**src/rtl/fpw_pkg.sv**
```systemverilog
package fpw_pkg;

    typedef enum logic [1:0] {
        CMD_PROG = 2'b00,
        CMD_SECT = 2'b01,
        CMD_MASS = 2'b10,
        CMD_NONE = 2'b11
    } cmd_e;

    typedef enum logic [1:0] {
        ST_LOAD   = 2'b00,
        ST_READY  = 2'b01,
        ST_LOCKED = 2'b10
    } state_e;

    // Field positions are decoded by the judge and read back by software.
    typedef struct packed {
        logic       pol;     // 7: 1 = windows protected, 0 = windows free
        logic       rsv;     // 6: reserved, always 1
        logic       up_off;  // 5: upper window disable
        logic [1:0] up_sz;   // 4:3 upper window size code
        logic       lo_off;  // 2: lower window disable
        logic [1:0] lo_sz;   // 1:0 lower window size code
    } prot_t;

endpackage

```
**src/rtl/fpw_prot_reg.sv**
```systemverilog
module fpw_prot_reg
    import fpw_pkg::*;
(
    input  logic  clk,
    input  logic  rst,
    input  prot_t nv_cfg,
    input  logic  wr_en,
    input  prot_t wr_data,
    output prot_t q
);

    logic unused_rsv;
    assign unused_rsv = nv_cfg.rsv ^ wr_data.rsv;

    always_ff @(posedge clk) begin
        if (rst) begin
            q     <= nv_cfg;
            q.rsv <= 1'b1;
        end else if (wr_en) begin
            q.pol    <= wr_data.pol;
            q.rsv    <= 1'b1;
            q.up_off <= wr_data.up_off;
            q.lo_off <= wr_data.lo_off;
            if (q.up_off) q.up_sz <= wr_data.up_sz;
            if (q.lo_off) q.lo_sz <= wr_data.lo_sz;
        end
    end

    // a size field may only move while its window was disabled
    p_up_size_hold_r7: assert property (@(posedge clk) disable iff (rst)
        !q.up_off |=> q.up_sz == $past(q.up_sz));
    p_lo_size_hold_r7: assert property (@(posedge clk) disable iff (rst)
        !q.lo_off |=> q.lo_sz == $past(q.lo_sz));

endmodule

```
**src/rtl/fpw_window.sv**
```systemverilog
module fpw_window #(
    parameter int REGION_LOG2 = 15,
    parameter int MIN_LOG2    = 11,
    parameter bit AT_TOP      = 1'b1
) (
    input  logic                   enable,
    input  logic [1:0]             size_sel,
    input  logic [REGION_LOG2-1:0] offset,
    output logic                   hit,
    output logic [REGION_LOG2:0]   span
);

    localparam logic [REGION_LOG2:0] REGION_SIZE = {1'b1, {REGION_LOG2{1'b0}}};
    localparam logic [REGION_LOG2:0] ONE         = {{REGION_LOG2{1'b0}}, 1'b1};

    assign span = ONE << (MIN_LOG2 + int'(size_sel));

    generate
        if (AT_TOP) begin : g_top
            assign hit = enable && ({1'b0, offset} >= (REGION_SIZE - span));
        end else begin : g_bottom
            assign hit = enable && ({1'b0, offset} < span);
        end
    endgenerate

endmodule

```
**src/rtl/fpw_judge.sv**
```systemverilog
module fpw_judge
    import fpw_pkg::*;
#(
    parameter int              ADDR_W      = 23,
    parameter int              REGION_LOG2 = 15,
    parameter int              UP_MIN_LOG2 = 11,
    parameter int              LO_MIN_LOG2 = 9,
    parameter logic [ADDR_W-REGION_LOG2-1:0] REGION_TAG = '1
) (
    input  logic              pol,
    input  logic              up_off,
    input  logic [1:0]        up_sz,
    input  logic              lo_off,
    input  logic [1:0]        lo_sz,
    input  cmd_e              cmd,
    input  logic [ADDR_W-1:0] addr,
    output logic              in_region,
    output logic              allow,
    output logic              viol
);

    localparam int SUM_W = REGION_LOG2 + 2;
    localparam logic [SUM_W-1:0] REGION_SIZE = {2'b01, {REGION_LOG2{1'b0}}};

    logic [REGION_LOG2-1:0] offset;
    logic                   up_hit, lo_hit;
    logic [REGION_LOG2:0]   up_span, lo_span;
    logic [SUM_W-1:0]       covered;
    logic                   addr_prot, any_prot;

    assign offset    = addr[REGION_LOG2-1:0];
    assign in_region = (addr[ADDR_W-1:REGION_LOG2] == REGION_TAG);

    fpw_window #(.REGION_LOG2(REGION_LOG2), .MIN_LOG2(UP_MIN_LOG2), .AT_TOP(1'b1)) u_up (
        .enable(!up_off), .size_sel(up_sz), .offset(offset), .hit(up_hit), .span(up_span));

    fpw_window #(.REGION_LOG2(REGION_LOG2), .MIN_LOG2(LO_MIN_LOG2), .AT_TOP(1'b0)) u_lo (
        .enable(!lo_off), .size_sel(lo_sz), .offset(offset), .hit(lo_hit), .span(lo_span));

    // Bytes covered by enabled windows (they never overlap at these sizes).
    assign covered = (up_off ? '0 : {1'b0, up_span}) + (lo_off ? '0 : {1'b0, lo_span});

    always_comb begin
        addr_prot = in_region && (pol ? (up_hit || lo_hit) : !(up_hit || lo_hit));
        any_prot  = pol ? (!up_off || !lo_off) : (covered < REGION_SIZE);
        unique case (cmd)
            CMD_PROG, CMD_SECT: viol = addr_prot;
            CMD_MASS:           viol = any_prot;
            default:            viol = 1'b0;
        endcase
        allow = (cmd != CMD_NONE) && !viol;
    end

endmodule

```
**src/rtl/flash_prot_window.sv**
```systemverilog
module flash_prot_window
    import fpw_pkg::*;
#(
    parameter int ADDR_W      = 23,
    parameter int REGION_LOG2 = 15,
    parameter int UP_MIN_LOG2 = 11,
    parameter int LO_MIN_LOG2 = 9,
    parameter int CFG_W       = 8
) (
    input  logic              clk,
    input  logic              rst,
    input  logic [CFG_W-1:0]  nv_cfg,
    input  logic              wr_en,
    input  logic [CFG_W-1:0]  wr_data,
    input  logic              viol_clr,
    input  logic              cmd_valid,
    input  logic [1:0]        cmd_type,
    input  logic [ADDR_W-1:0] cmd_addr,
    output logic [CFG_W-1:0]  prot_q,
    output logic              cmd_accept,
    output logic              viol_flag
);

    localparam int TAG_W = ADDR_W - REGION_LOG2;

    state_e state, state_nxt;
    prot_t  cfg;
    cmd_e   cmd;
    logic   in_region, allow, viol;

    assign cmd    = cmd_e'(cmd_type);
    assign prot_q = cfg;

    fpw_prot_reg u_reg (
        .clk(clk), .rst(rst), .nv_cfg(prot_t'(nv_cfg)),
        .wr_en(wr_en), .wr_data(prot_t'(wr_data)), .q(cfg));

    fpw_judge #(
        .ADDR_W(ADDR_W), .REGION_LOG2(REGION_LOG2),
        .UP_MIN_LOG2(UP_MIN_LOG2), .LO_MIN_LOG2(LO_MIN_LOG2),
        .REGION_TAG({TAG_W{1'b1}})
    ) u_judge (
        .pol(cfg.pol), .up_off(cfg.up_off), .up_sz(cfg.up_sz),
        .lo_off(cfg.lo_off), .lo_sz(cfg.lo_sz),
        .cmd(cmd), .addr(cmd_addr),
        .in_region(in_region), .allow(allow), .viol(viol));

    // State register
    always_ff @(posedge clk) begin
        if (rst) state <= ST_LOAD;
        else     state <= state_nxt;
    end

    // Transitions: LOAD->READY, READY->LOCKED on fault, LOCKED->READY on clear
    always_comb begin
        state_nxt = state;
        unique case (state)
            ST_LOAD:   state_nxt = ST_READY;
            ST_READY:  if (cmd_valid && viol) state_nxt = ST_LOCKED;
            ST_LOCKED: if (viol_clr) state_nxt = ST_READY;
            default:   state_nxt = ST_LOAD;
        endcase
    end

    // Outputs
    always_ff @(posedge clk) begin
        if (rst) cmd_accept <= 1'b0;
        else     cmd_accept <= (state == ST_READY) && cmd_valid && allow;
    end

    assign viol_flag = (state == ST_LOCKED);

    // an accept always answers a strobe of the previous cycle
    p_accept_follows_strobe_r9: assert property (@(posedge clk) disable iff (rst)
        cmd_accept |-> $past(cmd_valid));
    // an accepted command never raises the flag
    p_accept_excl_flag_r9: assert property (@(posedge clk) disable iff (rst)
        cmd_accept |-> !viol_flag);
    // flag holds until cleared
    p_flag_sticky_r11: assert property (@(posedge clk) disable iff (rst)
        (viol_flag && !viol_clr) |=> viol_flag);
    // nothing is accepted while locked
    p_no_accept_locked_r11: assert property (@(posedge clk) disable iff (rst)
        viol_flag |=> !cmd_accept);
    // mass erase under polarity 0 is refused
    p_mass_pol0_r10: assert property (@(posedge clk) disable iff (rst)
        (state == ST_READY && cmd_valid && cmd == CMD_MASS && !cfg.pol) |=> (!cmd_accept && viol_flag));
    // targets outside the region pass
    p_outside_free_r12: assert property (@(posedge clk) disable iff (rst)
        (state == ST_READY && cmd_valid && !in_region && (cmd == CMD_PROG || cmd == CMD_SECT))
        |=> cmd_accept);
    // strobes during LOAD do nothing
    p_load_ignored_r13: assert property (@(posedge clk) disable iff (rst)
        (state == ST_LOAD) |=> (!cmd_accept && !viol_flag));

endmodule

```
**config.mk**
```make
export PLATFORM = sky130hd
export DESIGN_NAME = flash_prot_window
export DESIGN_NICKNAME = d
export VERILOG_FILES = /design/src/rtl/fpw_pkg.sv /design/src/rtl/fpw_prot_reg.sv /design/src/rtl/fpw_window.sv /design/src/rtl/fpw_judge.sv /design/src/rtl/flash_prot_window.sv
export SDC_FILE = /design/constraint.sdc
export NUM_CORES = 1
export LEC_CHECK = 0
export ABC_AREA = 1
export ABC_CLOCK_PERIOD_IN_PS = 3200
export BUFFER_PORTS_ARGS = -buffer_cell sky130_fd_sc_hd__buf_2
export CELL_PAD_IN_SITES_DETAIL_PLACEMENT = 0
export CELL_PAD_IN_SITES_GLOBAL_PLACEMENT = 1
export CORE_MARGIN = 2
export CORE_UTILIZATION = 31
export CTS_CLUSTER_DIAMETER = 50
export DETAILED_ROUTE_END_ITERATION = 16
export HOLD_SLACK_MARGIN = 0.03
export PLACE_DENSITY_LB_ADDON = 0.1
export SKIP_LAST_GASP = 1
export SYNTH_ARGS = -nofsm -noshare
export SYNTH_HDL_FRONTEND = slang
export SYNTH_SLANG_ARGS = --single-unit
```
**constraint.sdc**
```tcl
create_clock -name clk -period 3.2 [get_ports clk]
set_clock_uncertainty 0.2 [all_clocks]
set_input_delay 0.16 -clock clk [delete_from_list [all_inputs] [get_ports clk]]
set_output_delay 0.16 -clock clk [all_outputs]
set_load 0.005 [all_outputs]
```
After elaboration in Yosys (flattened, before gate mapping)
Index checks and enable logic that the tools add are counted.
{ "classes": {"n_addsub": 4, "multipliers": 0, "n_div": 0, "order_cmp": 3, "n_eq_ne": 8, "n_shift": 2, "mux": 12, "n_bitwise": 0, "reduce_logical": 22} }
{ "ops": {"columns": ["operator", "count"], "rows": [
  ["1-bit by 32-bit left shift with 16-bit output, first input constant", 2],
  ["16-bit 2-to-1 mux", 2],
  ["17-bit adder", 1],
  ["17-bit by 16-bit less-than comparator with 1-bit output, second input constant", 1],
  ["15-bit by 16-bit >= comparator with 1-bit output", 1],
  ["15-bit by 16-bit less-than comparator with 1-bit output", 1],
  ["8-bit 2-to-1 mux", 2],
  ["16-bit subtractor, first input constant", 1],
  ["4-bit by 2-bit adder with 5-bit output, first input constant", 2],
  ["8-bit == test, second input constant", 1],
  ["2-bit 2-to-1 mux", 4],
  ["1-bit logical AND", 7],
  ["2-bit != test, second input constant", 3],
  ["2-bit case mux with 3 select lines", 1],
  ["2-bit AND reduction", 3],
  ["2-bit nonzero test", 3],
  ["2-bit by 1-bit == test with 1-bit output, second input constant", 2],
  ["2-bit == test, second input constant", 2],
  ["1-bit zero test", 4],
  ["2-bit zero test", 2],
  ["1-bit logical OR", 2],
  ["1-bit 2-to-1 mux", 2],
  ["1-bit case mux with 2 select lines", 1],
  ["2-bit OR reduction", 1]
]} }
{ "totals": {"ff_bits": 10, "latchBits": 0, "ram_bits": 0, "mem_bits_ro": 0, "in_bits": 46, "output_inout_bits": 10, "memories": 0} }

Logic depth before layout (Yosys ltp)
Gate-level depths: netlist of run 1.
{ "logic_depth": {"ltp_word": 13, "depth_mapped": 17} }

Modules after synthesis
Synthesis of run 1 repeated with hierarchy kept, for this count alone.
{ "hier_totals": {"cells_unflattened": 326, "hier_area_um2": 1938.1} }
{ "modules_own_cells": {"columns": ["mod", "instances", "cells_each", "area_per_inst_um2", "seq_area_each_um2"], "rows": [
  ["fpw_judge", 1, 172, 854.6, 0.0],
  ["fpw_prot_reg", 1, 37, 336.6, 210.2],
  ["fpw_window at u_judge.u_up", 1, 53, 321.6, 0.0],
  ["fpw_window at u_judge.u_lo", 1, 47, 296.5, 0.0],
  ["flash_prot_window", 1, 17, 128.9, 60.1]
]} }

Least setup slack after synthesis of run 1
OpenSTA, ideal clock, no wires.
{ "synth_path": {"path_kind": "register to register", "from": "register u_reg.q[3] (netlist name)", "to": "register state[0]", "setup_time_ns": 0.109, "t_arrival_ns": 1.990, "t_required_ns": 2.891, "path_slack_ns": 0.901, "path_stages_with_launch": 17, "n_path_buf": 0, "path_cell_list": "edfxtp_1 > or2_2 > ha_1 > inv_1 > ha_1 > nand2_1 > nor2_2 > nand2_1 > nand3_2 > nand2_2 > nand2_1 > nand2_1 > nand3_2 > nand2_2 > nand3_2 > nand2_1 > inv_1"} }
{ "synth_via": {"elab_chain_len": 13} }
{ "synth_lines": {"columns": ["element", "line", "rtl"], "rows": [
  ["4-bit by 2-bit adder with 5-bit output (*)", "fpw_window.sv:16", "assign span = ONE << (MIN_LOG2 + int'(size_sel));"],
  ["1-bit by 32-bit left shift with 16-bit output (*)", "fpw_window.sv:16", null],
  ["16-bit subtractor", "fpw_window.sv:20", "assign hit = enable && ({1'b0, offset} >= (REGION_SIZE - span));"],
  ["15-bit by 16-bit >= comparator with 1-bit output", "fpw_window.sv:20", null],
  ["1-bit logical AND", "fpw_window.sv:20", null],
  ["1-bit logical OR", "fpw_judge.sv:44", "addr_prot = in_region && (pol ? (up_hit || lo_hit) : !(up_hit || lo_hit));"],
  ["1-bit zero test", "fpw_judge.sv:44", null],
  ["1-bit 2-to-1 mux", "fpw_judge.sv:44", null],
  ["1-bit logical AND", "fpw_judge.sv:44", null],
  ["1-bit case mux with 2 select lines (*)", "fpw_judge.sv:46", "unique case (cmd)"],
  ["1-bit logical AND (*)", "flash_prot_window.sv:59", "ST_READY: if (cmd_valid && viol) state_nxt = ST_LOCKED;"],
  ["2-bit != test (no line) (*)", null, null],
  ["2-bit AND reduction (no line) (*)", null, null],
  ["end signal: assignment", "flash_prot_window.sv:51", "else state <= state_nxt;"],
  ["end: declaration", "flash_prot_window.sv:26", "state_e state, state_nxt;"]
]} }
Every way passes the cells marked *; elsewhere a longest branch is shown, timed or not.
A chain may end at the register's enable or synchronous reset.

Worst setup path after layout of run 1
{ "layout_path": {"from": "register u_reg.q[3] (netlist name)", "to": "register state[1]"} }
{ "layout_via": {"elab_chain_len": 13} }
{ "layout_lines": {"columns": ["element", "line"], "rows": [
  ["4-bit by 2-bit adder with 5-bit output (*)", "fpw_window.sv:16"],
  ["1-bit by 32-bit left shift with 16-bit output (*)", "fpw_window.sv:16"],
  ["16-bit subtractor", "fpw_window.sv:20"],
  ["15-bit by 16-bit >= comparator with 1-bit output", "fpw_window.sv:20"],
  ["1-bit logical AND", "fpw_window.sv:20"],
  ["1-bit logical OR", "fpw_judge.sv:44"],
  ["1-bit zero test", "fpw_judge.sv:44"],
  ["1-bit 2-to-1 mux", "fpw_judge.sv:44"],
  ["1-bit logical AND", "fpw_judge.sv:44"],
  ["1-bit case mux with 2 select lines (*)", "fpw_judge.sv:46"],
  ["1-bit logical AND (*)", "flash_prot_window.sv:59"],
  ["2-bit != test (no line) (*)", null],
  ["2-bit AND reduction (no line) (*)", null]
]} }
Marks and branches as above.

==> flow_metrics.py, run 1 <==
metrics = {
    "power_and_ir_drop": {
        "p_sw_w": 0.000144,
        "p_leak_nw": 0.946,
        "p_seq_share_pct": 35.1,
        "p_clk_share_pct": 27.9,
        "p_comb_share_pct": 37.0,
        "vdd_drop_max_v": 0.000188,
        "p_int_w": 0.000328,
        "swShare_pct": 30.6,
        "cellPowerDensity_nw_per_um2": 279,
    },
    "floorplan": {
        "die_h_um": 65,
        "initial_utilization_pct": 32.0,
        "pin_count": 56,
        "row_count": 22,
        "dieArea_sq_um": 4230,
        "coreArea_sq_um": 3610,
        "die_x_um": 65,
    },
    "final_layout": {
        "layout_commonest_cell": "nand2_1",
        "area_growth_pct": 46.5,
        "final_cell_mix": "51 x nand2_1, 44 x buf_2, 23 x ha_1",
        "layout-drive-gt1-share_pct": 26.5,
        "diodes": 0,
        "finalNetCount": 308,
        "design_area_sq_um": 1690,
    },
    "sta": {
        "fin_ws_ns": 0.300,
        "maxSlewViolCount": 0,
        "rsz0062_at_grt": "false",
        "period_needed_ns": 2.90,
        "fmax_mhz": 345,
        "finalCritPeriodShare_pct": 90.6,
        "whs_ns": 0.0718,
        "fin_tns_setup_ns": 0,
        "setup_viol": 0,
        "final_hold_viol_count": 0,
    },
    "status": {
        "status": "complete, no violations",
    },
    "global_routing": {
        "antenna_found_initial": 0,
        "grt_pass1_vias": 1136,
        "grt_pass1_wl_um": 4150,
        "grt_start_max_net_pins": 12,
        "grt-ovfl-total": 0,
        "grt_use_total_pct": 12.3,
    },
    "yosys": {
        "synth_top_family_by_area": "simple AND/OR/NAND/NOR gates",
        "syn_avg_cell_area_sq_um": 7.08,
        "synth_adder_area_share_pct": 24.9,
        "yosysWarnings": 0,
        "syn_inst": 163,
        "synthXorXnorAreaFrac_pct": 0,
        "synth_compound_area_share_pct": 6.07,
        "synth_mux_area_share_pct": 0,
        "ys_ff_latch": 10,
        "yosysSeqAreaShare_pct": 23.4,
        "synth_area_sq_um": 1150,
        "synth_simple_gate_area_share_pct": 36.0,
        "ys_types": 26,
    },
    "clock_network": {
        "cts_tree": "built",
        "h-tree-depth": 1,
        "clk_path_buf_depth": 2,
        "clk_latency_ns": 0.23,
        "clkSinkCount": 10,
        "clock-root-buffer": "clkbuf_8",
        "numCtsBuffers": 3,
        "clk_pin_slew_ns": 0.05,
    },
    "worst_setup_path": {
        "cp_max_fo": 4,
        "endpoint_kind": "flop",
        "crit_type": "reg2reg",
        "cp-start-kind": "flop",
        "critPathArrivalTime_ns": 2.81,
        "cp.required_ns": 3.11,
    },
    "placed_design": {
        "dp_hpwl_um": 2120,
        "post-place-ws_ns": 0.697,
        "port-buffer-count": 44,
        "dpl_cell_area_sq_um": 1440,
        "place.gp.congestion": 0.749,
    },
    "route": {
        "vias_per_cell": 4.27,
        "vias": 1222,
        "avgRoutedWirePerCell_um": 8.71,
        "drt-pass1-iter-count": 3,
        "antenna_left": 0,
        "routed_wl_um": 2490,
        "drtIter0Drc": 10,
        "drcViolationCount": 0,
    },
    "flow_run": {
        "drv_cap": 0,
    },
    "hold_path": {
        "hold_path_class": "in2reg",
    },
}
-- Yosys cell counts (all sizes together) --
cell type	count	area, sq um
ha	23	288
edfxtp	7	210
clkbuf	1	3.75
conb	2	7.51
clkinv	2	7.51
nand2	56	223
buf	5	35.0
nand3b	1	7.51
or3	1	6.26
nand4	2	12.5
o21ai	2	10.0
a21oi	9	45.0
inv	15	56.3
nor4	1	6.26
dfxtp	3	60.1
a21boi	1	7.51
o21bai	1	7.51
nor3	3	15.0
nand3	10	70.1
nor2	17	68.8
or2	1	6.26
-- routing by layer --
layer	vias to the layer above	GRT usage, %	wire, um
met5	-	0	0
met4	0	5.59	21
met3	2	0.868	80
met2	19	25.4	1360
li1	668	-	-
met1	533	12.2	1040
-- repair_timing --
| action | 4_1_cts | 5_1_grt |
|---|---|---|
| setup endpoints to repair | 0 | 1 |
| gates resized for setup | 0 | 1 |
| hold buffers | 18 | 0 |
| hold endpoints to repair | 10 | 0 |
| buffers inserted | 0 | 3 |
-- cells by family after synthesis --
kind of cell / Yosys count
AO/OA/AOI/OAI: 13
adder cells (fa/ha/maj): 23
buffers and inverters: 23
flip-flops: 10
other: 2
AND/OR/NAND/NOR: 92
-- worst max-delay path, stage by stage, from the launching register on --
cell	delay [ns]
edfxtp_1	0.42
or2_4	0.29
ha_1	0.27
inv_1	0.04
ha_1	0.26
nand2_1	0.06
nor2_2	0.12
nand2_1	0.07
nand3_2	0.08
nand2_2	0.06
nand2_1	0.05
nand2_1	0.05
nand3_2	0.06
nand2_2	0.07
nand3_1	0.08
nand2_1	0.04
dlygate4sd3_1	0.55
-- power groups by stage --
stage | clock network (W) | registers, W | logic (W)
after global placement | 0 | 0.000169 | 0.000147
after CTS | 0.000135 | 0.000167 | 0.000170
final | 0.000132 | 0.000165 | 0.000175
after floorplan | 0 | 0.000166 | 0.000105
after global routing | 0.000143 | 0.000168 | 0.000207
after detailed placement | 0 | 0.000170 | 0.000151
-- through the flow --
stage	util, %	total power (W)	cells
floorplan	-	0.000271	175
global placement	39.9	0.000316	261
detailed placement	39.9	0.000320	261
CTS	46.2	0.000473	283
global route	46.9	0.000517	286
finish	46.9	0.000472	286
-- layout make-up --
cell class	instances	area, sq um
Fill cell	377	1920
Multi-Input combinational cell	142	828
Timing Repair Buffer	65	423
Sequential cell	10	270
Inverter	17	63.8
Tap cell	48	60.1
Clock buffer	4	45.0
-- sequential cells by signal (all words and copies together) (netlist names) --
signal	count
u_reg.q	7
state	2
cmd_accept	1
-- final timing paths --
kind               from         end  slack [ns]  cells after the start
min               wr_en  u_reg.q[0]        0.07                      3
max reg2reg  u_reg.q[3]    state[1]        0.30                     16
min reg2reg    state[0]    state[0]        0.29                      3
max          u_reg.q[3]    state[1]        0.30                     16
Power figures use the tool's default switching activity.
==> inputs of run 2 (changes only) <==
--- a/config.mk
+++ b/config.mk
@@ -8,7 +8,7 @@
 export ABC_AREA = 1
 export ABC_CLOCK_PERIOD_IN_PS = 3200
 export BUFFER_PORTS_ARGS = -buffer_cell sky130_fd_sc_hd__buf_2
-export CELL_PAD_IN_SITES_DETAIL_PLACEMENT = 0
+export CELL_PAD_IN_SITES_DETAIL_PLACEMENT = 1
 export CELL_PAD_IN_SITES_GLOBAL_PLACEMENT = 1
 export CORE_MARGIN = 2
 export CORE_UTILIZATION = 31
==> run 2 against run 1 <==
  * Register-to-register slack worse by 0.05 ns
  * Largest cell class unchanged
  * Wire length grew 27%
  * Critical endpoint unchanged
  * Total power increased by 1.9%
  * Sequential power about the same
  * First-iteration DRC count decreased by 20%
  * Highest routed layer unchanged
  * Global-route usage up 4.1 points
==> flow_metrics.py, run 2 (synthesized netlist as in run 1, its figures left out) <==
metrics = {
    "worst_setup_path": {
        "critPathArrivalTime_ns": 2.86,
        "cp_max_fo": 4,
        "cp-start-kind": "flop",
        "r2r_slack_ns": 0.25,
        "cp.required_ns": 3.11,
        "crit_type": "reg2reg",
        "endpoint_kind": "flop",
    },
    "global_routing": {
        "grt_use_total_pct": 16.5,
        "grt_start_max_net_pins": 12,
        "gr-usage-met1_pct": 17.1,
        "grt-ovfl-total": 0,
        "grt_pass1_wl_um": 5550,
        "grt.met3_usage_pct": 1.22,
        "antenna_found_initial": 0,
        "busiest_layer": "met2",
        "use_met2_pct": 33.6,
        "grt_pass1_vias": 1356,
    },
    "final_layout": {
        "final_cell_mix": "51 x nand2_1, 44 x buf_2, 23 x ha_1",
        "stdcell_count": 287,
        "largest_register": "u_reg.q",
        "fillers": 495,
        "largest_reg_flops": 7,
        "layout-drive-gt1-share_pct": 26.8,
        "layout_commonest_cell": "nand2_1",
        "diodes": 0,
        "finalNetCount": 309,
        "reg.largest.list": "u_reg.q: 7 flops, state: 2 flops, cmd_accept: 1 flops",
        "area_growth_pct": 47.2,
    },
    "placed_design": {
        "post-place-ws_ns": 0.638,
        "dp_hpwl_um": 2580,
        "placed_cells": 261,
        "port-buffer-count": 44,
        "place.gp.congestion": 0.749,
    },
    "sta": {
        "rsz0062_at_grt": "false",
        "fmax_mhz": 339,
        "setup_viol": 0,
        "period_needed_ns": 2.95,
        "final_hold_viol_count": 0,
        "fin_ws_ns": 0.253,
        "finalCritPeriodShare_pct": 92.1,
        "fin_tns_setup_ns": 0,
        "maxSlewViolCount": 0,
    },
    "floorplan": {
        "pin_count": 56,
        "dieArea_sq_um": 4230,
        "coreArea_sq_um": 3610,
        "initial_utilization_pct": 32.0,
        "die_h_um": 65,
        "row_count": 22,
        "die_x_um": 65,
    },
    "hold_path": {
        "hold_path_class": "in2reg",
    },
    "power_and_ir_drop": {
        "vdd_drop_max_v": 0.000189,
        "p_clk_share_pct": 27.1,
        "p_seq_share_pct": 34.6,
        "p_comb_share_pct": 38.3,
        "p_leak_nw": 0.951,
        "p_int_w": 0.000326,
        "cellPowerDensity_nw_per_um2": 283,
        "swShare_pct": 32.1,
        "p_sw_w": 0.000155,
    },
    "clock_network": {
        "clk_path_buf_depth": 2,
        "clk_pin_slew_ns": 0.05,
        "numCtsBuffers": 3,
        "h-tree-depth": 1,
        "clock-root-buffer": "clkbuf_8",
        "clkSinkCount": 10,
        "cts_tree": "built",
        "clk_latency_ns": 0.23,
    },
    "route": {
        "vias": 1279,
        "drtIter0Drc": 8,
        "drcViolationCount": 0,
        "drt-pass1-iter-count": 4,
        "vias_per_cell": 4.46,
        "avgRoutedWirePerCell_um": 11.0,
        "routed_wl_um": 3170,
        "antenna_left": 0,
    },
    "status": {
        "status": "complete, no violations",
    },
    "flow_run": {
        "drv_cap": 0,
    },
}
==> run 2: changes by cell type in the layout (fill, tap and decap cells not counted), sizes merged <==
cell / delta
clkbuf: -1
buf: +1
clkinv: +1
==> run 2: worst max-delay path, cell delays in order (launching register included) <==
cell and delay, ns:
edfxtp_1 0.43, or2_4 0.30, ha_1 0.28, inv_1 0.04
ha_1 0.26, nand2_1 0.06, nor2_2 0.12, nand2_1 0.07
nand3_2 0.08, nand2_2 0.06, nand2_1 0.06, nand2_1 0.07
nand3_2 0.06, nand2_2 0.07, nand3_1 0.08, nand2_1 0.05
dlygate4sd3_1 0.54
==> run 2: path summary, 6_finish.rpt <==
check,start,endpoint,cells past startpoint
hold / removal,wr_en,u_reg.q[1],3
setup reg to reg,u_reg.q[3],state[1],16
hold reg to reg,state[0],state[0],3
setup / recovery,u_reg.q[3],state[1],16
==> run 2: timing repair <==
item | CTS | global route
setup buffers | 0 | 4
endpoints found under the hold margin | 10 | 0
setup endpoints to repair | 0 | 1
gates resized for setup | 0 | 1
hold buffers | 18 | 0
==> run 2: stage by stage <==
step	power (W)	cell area (sq um)	utilization [%]	hold slack, ns
final	0.000481	1700	47.1	0.104
after global routing	0.000525	1700	47.1	0.126
after CTS	0.000476	1670	46.2	0.0748
after detailed placement	0.000327	1440	39.9	0.233
after global placement	0.000316	1440	39.9	0.225
after floorplan	0.000271	1200	-	0.0913
==> run 2: power by group through the flow <==
stage	Combinational, W	Sequential (W)	Clock [W]
final	0.000184	0.000166	0.000130
after CTS	0.000176	0.000168	0.000132
after global placement	0.000147	0.000169	0
after global routing	0.000217	0.000168	0.000139
after floorplan	0.000105	0.000166	0
after detailed placement	0.000157	0.000170	0
==> run 2: metal layers <==
metal  share of wire, %  vias up
met5                  0        -
met4                1.5        0
met3                3.0        4
met2                 57       21
met1                 38      587
li1                   -      667
==> run 2: final cells by class <==
class	count	area, sq um	area share (%)
timing repair buffer	66	430	25.4
sequential	10	270	15.9
clock buffer	3	41.3	2.43
clock inverter	1	3.75	0.221
inverter	17	63.8	3.76
tap	48	60.1	3.54
multi-input combinational	142	828	48.8
==> inputs of run 3 (changes only) <==
--- a/config.mk
+++ b/config.mk
@@ -10,9 +10,8 @@
 export BUFFER_PORTS_ARGS = -buffer_cell sky130_fd_sc_hd__buf_2
 export CELL_PAD_IN_SITES_DETAIL_PLACEMENT = 1
 export CELL_PAD_IN_SITES_GLOBAL_PLACEMENT = 1
-export CORE_MARGIN = 2
+export CORE_MARGIN = 5
 export CORE_UTILIZATION = 31
-export CTS_CLUSTER_DIAMETER = 50
 export DETAILED_ROUTE_END_ITERATION = 16
 export HOLD_SLACK_MARGIN = 0.03
 export PLACE_DENSITY_LB_ADDON = 0.1
==> run 3 against run 2 <==
  * Via count is 0.55% lower
  * Critical path depth is 1 lower
  * Clock power is 20% higher
  * Die area is 19% higher
  * Largest cell class unchanged
==> flow_metrics.py, run 3 (synthesized netlist as in run 1, its figures left out) <==
metrics = {
    "status": {
        "status": "complete, no violations",
    },
    "sta": {
        "maxSlewViolCount": 0,
        "rsz0062_at_grt": "false",
        "fmax_mhz": 400,
        "final_hold_viol_count": 0,
        "fin_tns_setup_ns": 0,
        "period_needed_ns": 2.50,
        "setup_viol": 0,
        "whs_ns": 0.0751,
        "finalCritPeriodShare_pct": 78.2,
    },
    "final_layout": {
        "largest_reg_flops": 7,
        "fillers": 502,
        "layout_commonest_cell": "nand2_1",
        "finalNetCount": 304,
        "area_growth_pct": 44.4,
        "largest_register": "u_reg.q",
        "layout-drive-gt1-share_pct": 26.1,
        "reg.largest.list": "u_reg.q: 7 flops, state: 2 flops, cmd_accept: 1 flops",
        "diodes": 0,
        "final_cell_mix": "51 x nand2_1, 44 x buf_2, 23 x ha_1",
    },
    "global_routing": {
        "grt_pass1_vias": 1388,
        "grt_pass1_wl_um": 5580,
        "grt_start_max_net_pins": 12,
        "grt_use_total_pct": 13.2,
        "antenna_found_initial": 0,
        "grt-ovfl-total": 0,
    },
    "placed_design": {
        "port-buffer-count": 44,
        "place.gp.congestion": 0.761,
        "dp_hpwl_um": 2660,
    },
    "route": {
        "wl_met1_um": 1190,
        "drcViolationCount": 0,
        "vias": 1272,
        "met3_wirelength_um": 132,
        "avgRoutedWirePerCell_um": 11.1,
        "vias_per_cell": 4.51,
        "antenna_left": 0,
        "wl_met2_um": 1780,
        "drtIter0Drc": 12,
        "drt-pass1-iter-count": 3,
        "routed_wl_um": 3120,
        "highest_layer": "met4",
    },
    "clock_network": {
        "cts_resized": 0,
        "cts_tree": "built",
        "clkSinkCount": 10,
        "clk_pin_slew_ns": 0.05,
        "clk_path_buf_depth": 2,
        "postCtsSetupBuffers": 0,
        "clk_latency_ns": 0.23,
        "cts.hold.buffers_added": 17,
        "clock-root-buffer": "clkbuf_8",
        "h-tree-depth": 1,
        "numCtsBuffers": 3,
    },
    "worst_setup_path": {
        "cp-start-kind": "flop",
        "endpoint_kind": "flop",
        "cp.required_ns": 3.13,
        "cp_max_fo": 5,
        "critPathArrivalTime_ns": 2.44,
        "crit_type": "reg2reg",
    },
    "power_and_ir_drop": {
        "vdd_drop_max_v": 0.000325,
        "p_leak_nw": 0.929,
        "p_comb_share_pct": 35.0,
        "p_seq_share_pct": 33.6,
        "swShare_pct": 30.7,
        "p_sw_w": 0.000153,
        "p_clk_share_pct": 31.4,
        "cellPowerDensity_nw_per_um2": 299,
        "p_int_w": 0.000345,
    },
    "flow_run": {
        "drv_cap": 0,
    },
    "floorplan": {
        "dieArea_sq_um": 5040,
        "die_h_um": 71,
        "row_count": 22,
        "initial_utilization_pct": 31.7,
        "coreArea_sq_um": 3630,
        "die_x_um": 71,
        "pin_count": 56,
    },
    "hold_path": {
        "hold_path_class": "in2reg",
    },
}
[run 3: power by group through the flow]
stage	combinational [W]	sequential [W]	clock, W
floorplan	0.000105	0.000166	0
global placement	0.000147	0.000169	0
detailed placement	0.000157	0.000170	0
CTS	0.000175	0.000168	0.000160
global route	0.000205	0.000169	0.000165
finish	0.000174	0.000167	0.000156
[run 3: final timing paths]
check        startpoint         end  slack [ns]  cells after the start
max          u_reg.q[3]    state[0]        0.70                     15
min               wr_en  u_reg.q[1]        0.08                      3
max reg2reg  u_reg.q[3]    state[0]        0.70                     15
min reg2reg    state[0]    state[0]        0.31                      3
[run 3: worst max-delay path: stages, from the launching register on]
cell and delay [ns]:
edfxtp_1 0.44, or2_2 0.37, ha_1 0.28, inv_1 0.04, ha_1 0.26, nand2_1 0.06, nor2_2 0.14, nand2_1 0.08
nand3_2 0.08, nand2_2 0.06, nand3_2 0.06, nand3_2 0.07, nand2_2 0.10, nand3_2 0.06, nand2_1 0.06, inv_1 0.03
[run 3: cell type report]
cell class	instances	area (sq um)	share of cell area (%)
clock buffer	4	55.1	3.31
inverter	17	63.8	3.83
multi-input combinational	142	826	49.6
sequential	10	270	16.2
tap	48	60.1	3.61
timing repair buffer	61	390	23.4
[run 3: per-layer routing]
layer	global-route usage [%]	vias up
li1	-	658
met5	0	-
met1	12.9	586
met3	2.27	2
met4	2.92	0
met2	27.9	26
[run 3: through the flow]
step                worst slack, ns  utilization (%)  area [sq um]  total power, W  cells
floorplan                     0.901                -          1200        0.000271    175
global placement              0.733             39.6          1440        0.000316    261
detailed placement            0.662             39.6          1440        0.000327    261
CTS                           0.653             45.8          1670        0.000504    282
global route                  0.496             45.8          1670        0.000539    282
finish                        0.697             45.8          1670        0.000498    282
